## src/rtl/trace_ring_sink.sv

```systemverilog
module trace_ring_sink #(
  parameter int ADDR_W     = 64,
  parameter int DATA_W     = 32,
  parameter int ALIGN_LOG2 = 2,
  parameter int REG_AW     = 6
) (
  input  logic              clk,
  input  logic              rst_n,
  input  logic              reg_we,
  input  logic [REG_AW-1:0] reg_addr,
  input  logic [31:0]       reg_wdata,
  output logic [31:0]       reg_rdata,
  input  logic              trc_valid,
  output logic              trc_ready,
  input  logic [DATA_W-1:0] trc_data,
  output logic              mem_valid,
  input  logic              mem_ready,
  output logic [ADDR_W-1:0] mem_addr,
  output logic [DATA_W-1:0] mem_data
);
  localparam int STEP      = DATA_W / 8;
  localparam int WORD_LOG2 = $clog2(STEP);
  localparam int HI_W      = ADDR_W - 32;
  localparam logic [ADDR_W-1:0] CFG_MASK  = ~((ADDR_W'(1) << ALIGN_LOG2) - ADDR_W'(1));
  localparam logic [ADDR_W-1:0] WORD_MASK = ~((ADDR_W'(1) << WORD_LOG2) - ADDR_W'(1));
  localparam logic [REG_AW-1:0] OFF_CTRL  = REG_AW'('h00);
  localparam logic [REG_AW-1:0] OFF_ST_LO = REG_AW'('h10);
  localparam logic [REG_AW-1:0] OFF_ST_HI = REG_AW'('h14);
  localparam logic [REG_AW-1:0] OFF_LM_LO = REG_AW'('h18);
  localparam logic [REG_AW-1:0] OFF_LM_HI = REG_AW'('h1C);
  localparam logic [REG_AW-1:0] OFF_WP_LO = REG_AW'('h20);
  localparam logic [REG_AW-1:0] OFF_WP_HI = REG_AW'('h24);

  logic              en_req, en_act, wrap_q;
  logic [ADDR_W-1:0] start_q, limit_q, wp_q;

  wire sel_ctrl  = reg_we && (reg_addr == OFF_CTRL);
  wire sel_st_lo = reg_we && (reg_addr == OFF_ST_LO);
  wire sel_st_hi = reg_we && (reg_addr == OFF_ST_HI);
  wire sel_lm_lo = reg_we && (reg_addr == OFF_LM_LO);
  wire sel_lm_hi = reg_we && (reg_addr == OFF_LM_HI);
  wire sel_wp_lo = reg_we && (reg_addr == OFF_WP_LO);
  wire sel_wp_hi = reg_we && (reg_addr == OFF_WP_HI);

  wire en_nxt    = sel_ctrl ? reg_wdata[0] : en_req;
  wire in_flight = mem_valid && !mem_ready;
  wire fire      = mem_valid && mem_ready;
  wire at_limit  = wp_q >= limit_q;

  assign mem_valid = en_act && trc_valid;
  assign trc_ready = en_act && mem_ready;
  assign mem_addr  = wp_q;
  assign mem_data  = trc_data;

  function automatic logic [ADDR_W-1:0] put_lo(input logic [ADDR_W-1:0] old, input logic [31:0] v);
    return {old[ADDR_W-1:32], v};
  endfunction

  function automatic logic [ADDR_W-1:0] put_hi(input logic [ADDR_W-1:0] old, input logic [31:0] v);
    return {v[HI_W-1:0], old[31:0]};
  endfunction

  always_ff @(posedge clk) begin
    if (!rst_n) begin
      en_req  <= 1'b0;
      en_act  <= 1'b0;
      wrap_q  <= 1'b0;
      start_q <= '0;
      limit_q <= '0;
      wp_q    <= '0;
    end else begin
      en_req <= en_nxt;
      if (!in_flight) en_act <= en_nxt;
      if (sel_st_lo) start_q <= put_lo(start_q, reg_wdata) & CFG_MASK;
      if (sel_st_hi) start_q <= put_hi(start_q, reg_wdata) & CFG_MASK;
      if (sel_lm_lo) limit_q <= put_lo(limit_q, reg_wdata) & CFG_MASK;
      if (sel_lm_hi) limit_q <= put_hi(limit_q, reg_wdata) & CFG_MASK;
      if (sel_wp_lo)      wp_q <= put_lo(wp_q, reg_wdata) & WORD_MASK;
      else if (sel_wp_hi) wp_q <= put_hi(wp_q, reg_wdata) & WORD_MASK;
      else if (fire)      wp_q <= at_limit ? start_q : wp_q + ADDR_W'(STEP);
      if (sel_wp_lo)              wrap_q <= reg_wdata[0];
      else if (fire && at_limit)  wrap_q <= 1'b1;
    end
  end

  always_comb begin
    case (reg_addr)
      OFF_CTRL:  reg_rdata = {31'b0, en_req};
      OFF_ST_LO: reg_rdata = start_q[31:0];
      OFF_ST_HI: reg_rdata = 32'(start_q[ADDR_W-1:32]);
      OFF_LM_LO: reg_rdata = limit_q[31:0];
      OFF_LM_HI: reg_rdata = 32'(limit_q[ADDR_W-1:32]);
      OFF_WP_LO: reg_rdata = {wp_q[31:1], wrap_q};
      OFF_WP_HI: reg_rdata = 32'(wp_q[ADDR_W-1:32]);
      default:   reg_rdata = '0;
    endcase
  end


  ptr_step_chk: assert property (@(posedge clk) disable iff (!rst_n)
    (fire && !at_limit && !reg_we) |=> (wp_q == $past(wp_q) + ADDR_W'(STEP)));


  wrap_return_chk: assert property (@(posedge clk) disable iff (!rst_n)
    (fire && at_limit && !reg_we) |=> (wp_q == $past(start_q) && wrap_q));


  stall_hold_chk: assert property (@(posedge clk) disable iff (!rst_n)
    (in_flight && !reg_we) |=> $stable(wp_q));


  idle_ptr_chk: assert property (@(posedge clk) disable iff (!rst_n)
    (!en_act && !reg_we) |=> $stable(wp_q));


  drain_keep_chk: assert property (@(posedge clk) disable iff (!rst_n)
    in_flight |=> mem_valid);
endmodule

```

## config.mk

```make
export PLATFORM = sky130hd
export DESIGN_NAME = trace_ring_sink
export DESIGN_NICKNAME = d
export VERILOG_FILES = /design/src/rtl/trace_ring_sink.sv
export SDC_FILE = /design/constraint.sdc
export NUM_CORES = 1
export LEC_CHECK = 0
export BUFFER_PORTS_ARGS = -buffer_cell sky130_fd_sc_hd__buf_2
export CAP_MARGIN = 20
export CELL_PAD_IN_SITES_DETAIL_PLACEMENT = 1
export CELL_PAD_IN_SITES_GLOBAL_PLACEMENT = 2
export CORE_MARGIN = 5
export CORE_UTILIZATION = 30
export DETAILED_ROUTE_END_ITERATION = 10
export PLACE_DENSITY_LB_ADDON = 0.1
export SETUP_SLACK_MARGIN = 0.5
export SLEW_MARGIN = 0
export SYNTH_ARGS = -nofsm -noshare
export SYNTH_HDL_FRONTEND = slang
export SYNTH_SLANG_ARGS = --single-unit
```

## constraint.sdc

```tcl
create_clock -name clk -period 5.93 [get_ports clk]
set_clock_uncertainty 0.05 [all_clocks]
set_input_delay 0 -clock clk [delete_from_list [all_inputs] [get_ports clk]]
set_output_delay 0 -clock clk [all_outputs]
set_load 0.02 [all_outputs]
```

==> out/metrics.cfg <==
[outcome]
status = finished, final reports clean

[timing]
fin_tns_setup_ns = 0
drv_slew = 0
worst_slew_pin_slew_ns = 1.11
fmax_mhz = 212
fin_crit_sh = 0.796
max-slew-margin-rel = 0.247
setup_viol = 0
fin_crit_ns = 4.72
rsz0062_at_grt = false
finalHoldViolations = 0

[yosys]
yosysUniqueCellTypes = 56
syn-instance-count = 1628
yosys_most_used_dff = dfxtp_1
yosysWarnings = 0
ys_seq_area_frac = 0.314
netlist_area_sq_um = 12200
synth_edf_count = 0
avgSynthCellArea_sq_um = 7.48
yosys_register_bits = 191
async_flop_share = 0
synth_fp_nets = 1766

[placement]
io_buffers = 140
placed_area_sq_um = 13100
place.gp.congestion = 0.844
dp_cells = 2171
hpwlAfterDp_mm = 42.1

[clocking]
clk_path_buf_depth = 2
root_buffer = clkbuf_16
numCtsBuffers = 17
cts_sinks = 191
cts-htree-levels = 4
ctsResizeCount = 0
cts_tree = done
clk_latency_ns = 0.46
path_clk_slew_ns = 0.07
cts_setup_buffers = 0
ctsHoldBuffers = 66

[die]
core.rowCount = 73
fp.dieH_um = 211
pin_count = 205
initial_core_util = 0.305
core_sq_um = 39900
dieArea_sq_um = 44700
die_w_um = 211

[setup_path]
cp_max_fo = 30
worst_ep_arrival_time_ns = 4.98
cp.required_ns = 6.18
start_kind = register
path_class = register to register
end_kind = register

[layout]
syn_to_final_growth_pct = 18.0
diodes = 0
drive_gt1_frac = 0.147
finalNonFillerCells = 2269
final_nets = 1871
design_area_sq_um = 14400

[route]
drtPass1Iterations = 7
drt_iter0_drc = 1218
totalWireLength_mm = 61.5
post_drt_via_cell_ratio = 5.74
num_vias = 13000
route.detailed.drc = 0
antenna_left = 0
routedWlPerCell_um = 27.1

[worst_hold_path]
min_path_type = input port to register

[global_routing]
antenna_found_initial = 4
track_usage = 0.267
busiest_layer = met2
grtUsageMet3 = 0.0514
grt_pass1_wl_mm = 89.0
gr-total-overflow = 0
grt_pass1_vias = 12800
grt_max_degree = 74
use_met1 = 0.391
grtUsageMet2 = 0.412

[pwr]
ir_drop_uv = 181
power_density_nw_per_um2 = 196
p_leak_nw = 5.48

[job]
cap_violations = 0

-- flip-flops by register name (all words and copies together), names as in the netlist --
signal and flops:
start_q 62, wrap_q 1, en_act 1, en_req 1, limit_q 62, mem_addr 64
-- cell usage after synthesis (31+ instances only) --
cell type  number  area, sq um
nand2_1       403         1510
dfxtp_1       191         3820
a21oi_1       149          746
clkbuf_1       95          357
inv_1          75          282
nor2_1         68          255
ha_1           63          788
nand4_1        63          394
a22oi_1        51          383
a22o_1         36          315
o211ai_1       36          270
buf_4          34          255
nand3_1        31          155
xor2_1         31          272
-- logic make-up after synthesis --
kind of cell / count (synthesis) / share of synthesized area
simple gates: 654 / 0.239
flops: 191 / 0.314
xor+xnor: 60 / 0.0432
buf+inv: 229 / 0.0831
compound gates: 393 / 0.221
mux: 38 / 0.0343
fa+ha+maj: 63 / 0.0648
-- routing by layer --
metal | vias to the layer above | part of all wire
met5 | - | 0
met4 | 0 | 0.011
met3 | 28 | 0.069
met2 | 443 | 0.45
met1 | 6557 | 0.47
li1 | 5985 | -
-- through the flow --
step | setup slack [ns] | utilization | hold WS, ns | power, mW
2_1_floorplan | 3.00 | - | 0.0626 | 1.49
3_3_place_gp | 0.371 | 0.328 | -0.0499 | 1.60
3_5_place_dp | 1.35 | 0.328 | -0.0499 | 1.60
4_1_cts | 1.32 | 0.359 | 0.00558 | 2.83
5_1_grt | 1.15 | 0.360 | 0.0543 | 2.90
6_report | 1.21 | 0.360 | 0.0289 | 2.82
-- area by class of cell --
type                       count  area, sq um
multi-input combinational   1208         7390
fill                        4877        25600
clock buffer                  21          480
inverter                      75          284
tap                          525          657
timing repair buffer         240         1640
sequential                   191         3820
clock inverter                 9         86.3
-- final timing paths --
path	startpoint	end	slack, ns	cells past startpoint
worst max-delay path	mem_addr[4]	mem_addr[2]	1.21	9
worst min-delay path	reg_we	limit_q[31]	0.03	4
worst max register to register	mem_addr[4]	mem_addr[2]	1.21	9
worst min register to register	limit_q[32]	limit_q[32]	0.42	2
-- power by group --
group	internal, mW	switching, mW
logic	0.0881	0.248
registers	1.29	0.00890
clock network	0.619	0.567
-- critical path, stage by stage (launching register included) --
cell	delay [ns]
dfxtp_1	0.55
ha_1	0.30
nand4_1	0.19
a21oi_1	0.10
o31a_1	0.28
o41ai_1	1.00
a211o_2	0.78
and2_1	0.63
buf_4	0.48
a2111oi_0	0.18
-- cell usage in the layout, fill, tap and decap left out, types with 36 or more instances in the layout --
cell           count
nand2_1          402
dfxtp_1          191
a21oi_1          149
buf_2            142
inv_1             74
dlygate4sd3_1     66
nand4_1           63
ha_1              63
nor2_1            62
a22oi_1           51
a22o_1            36
o211ai_1          36
Power figures use the tool's default switching activity.
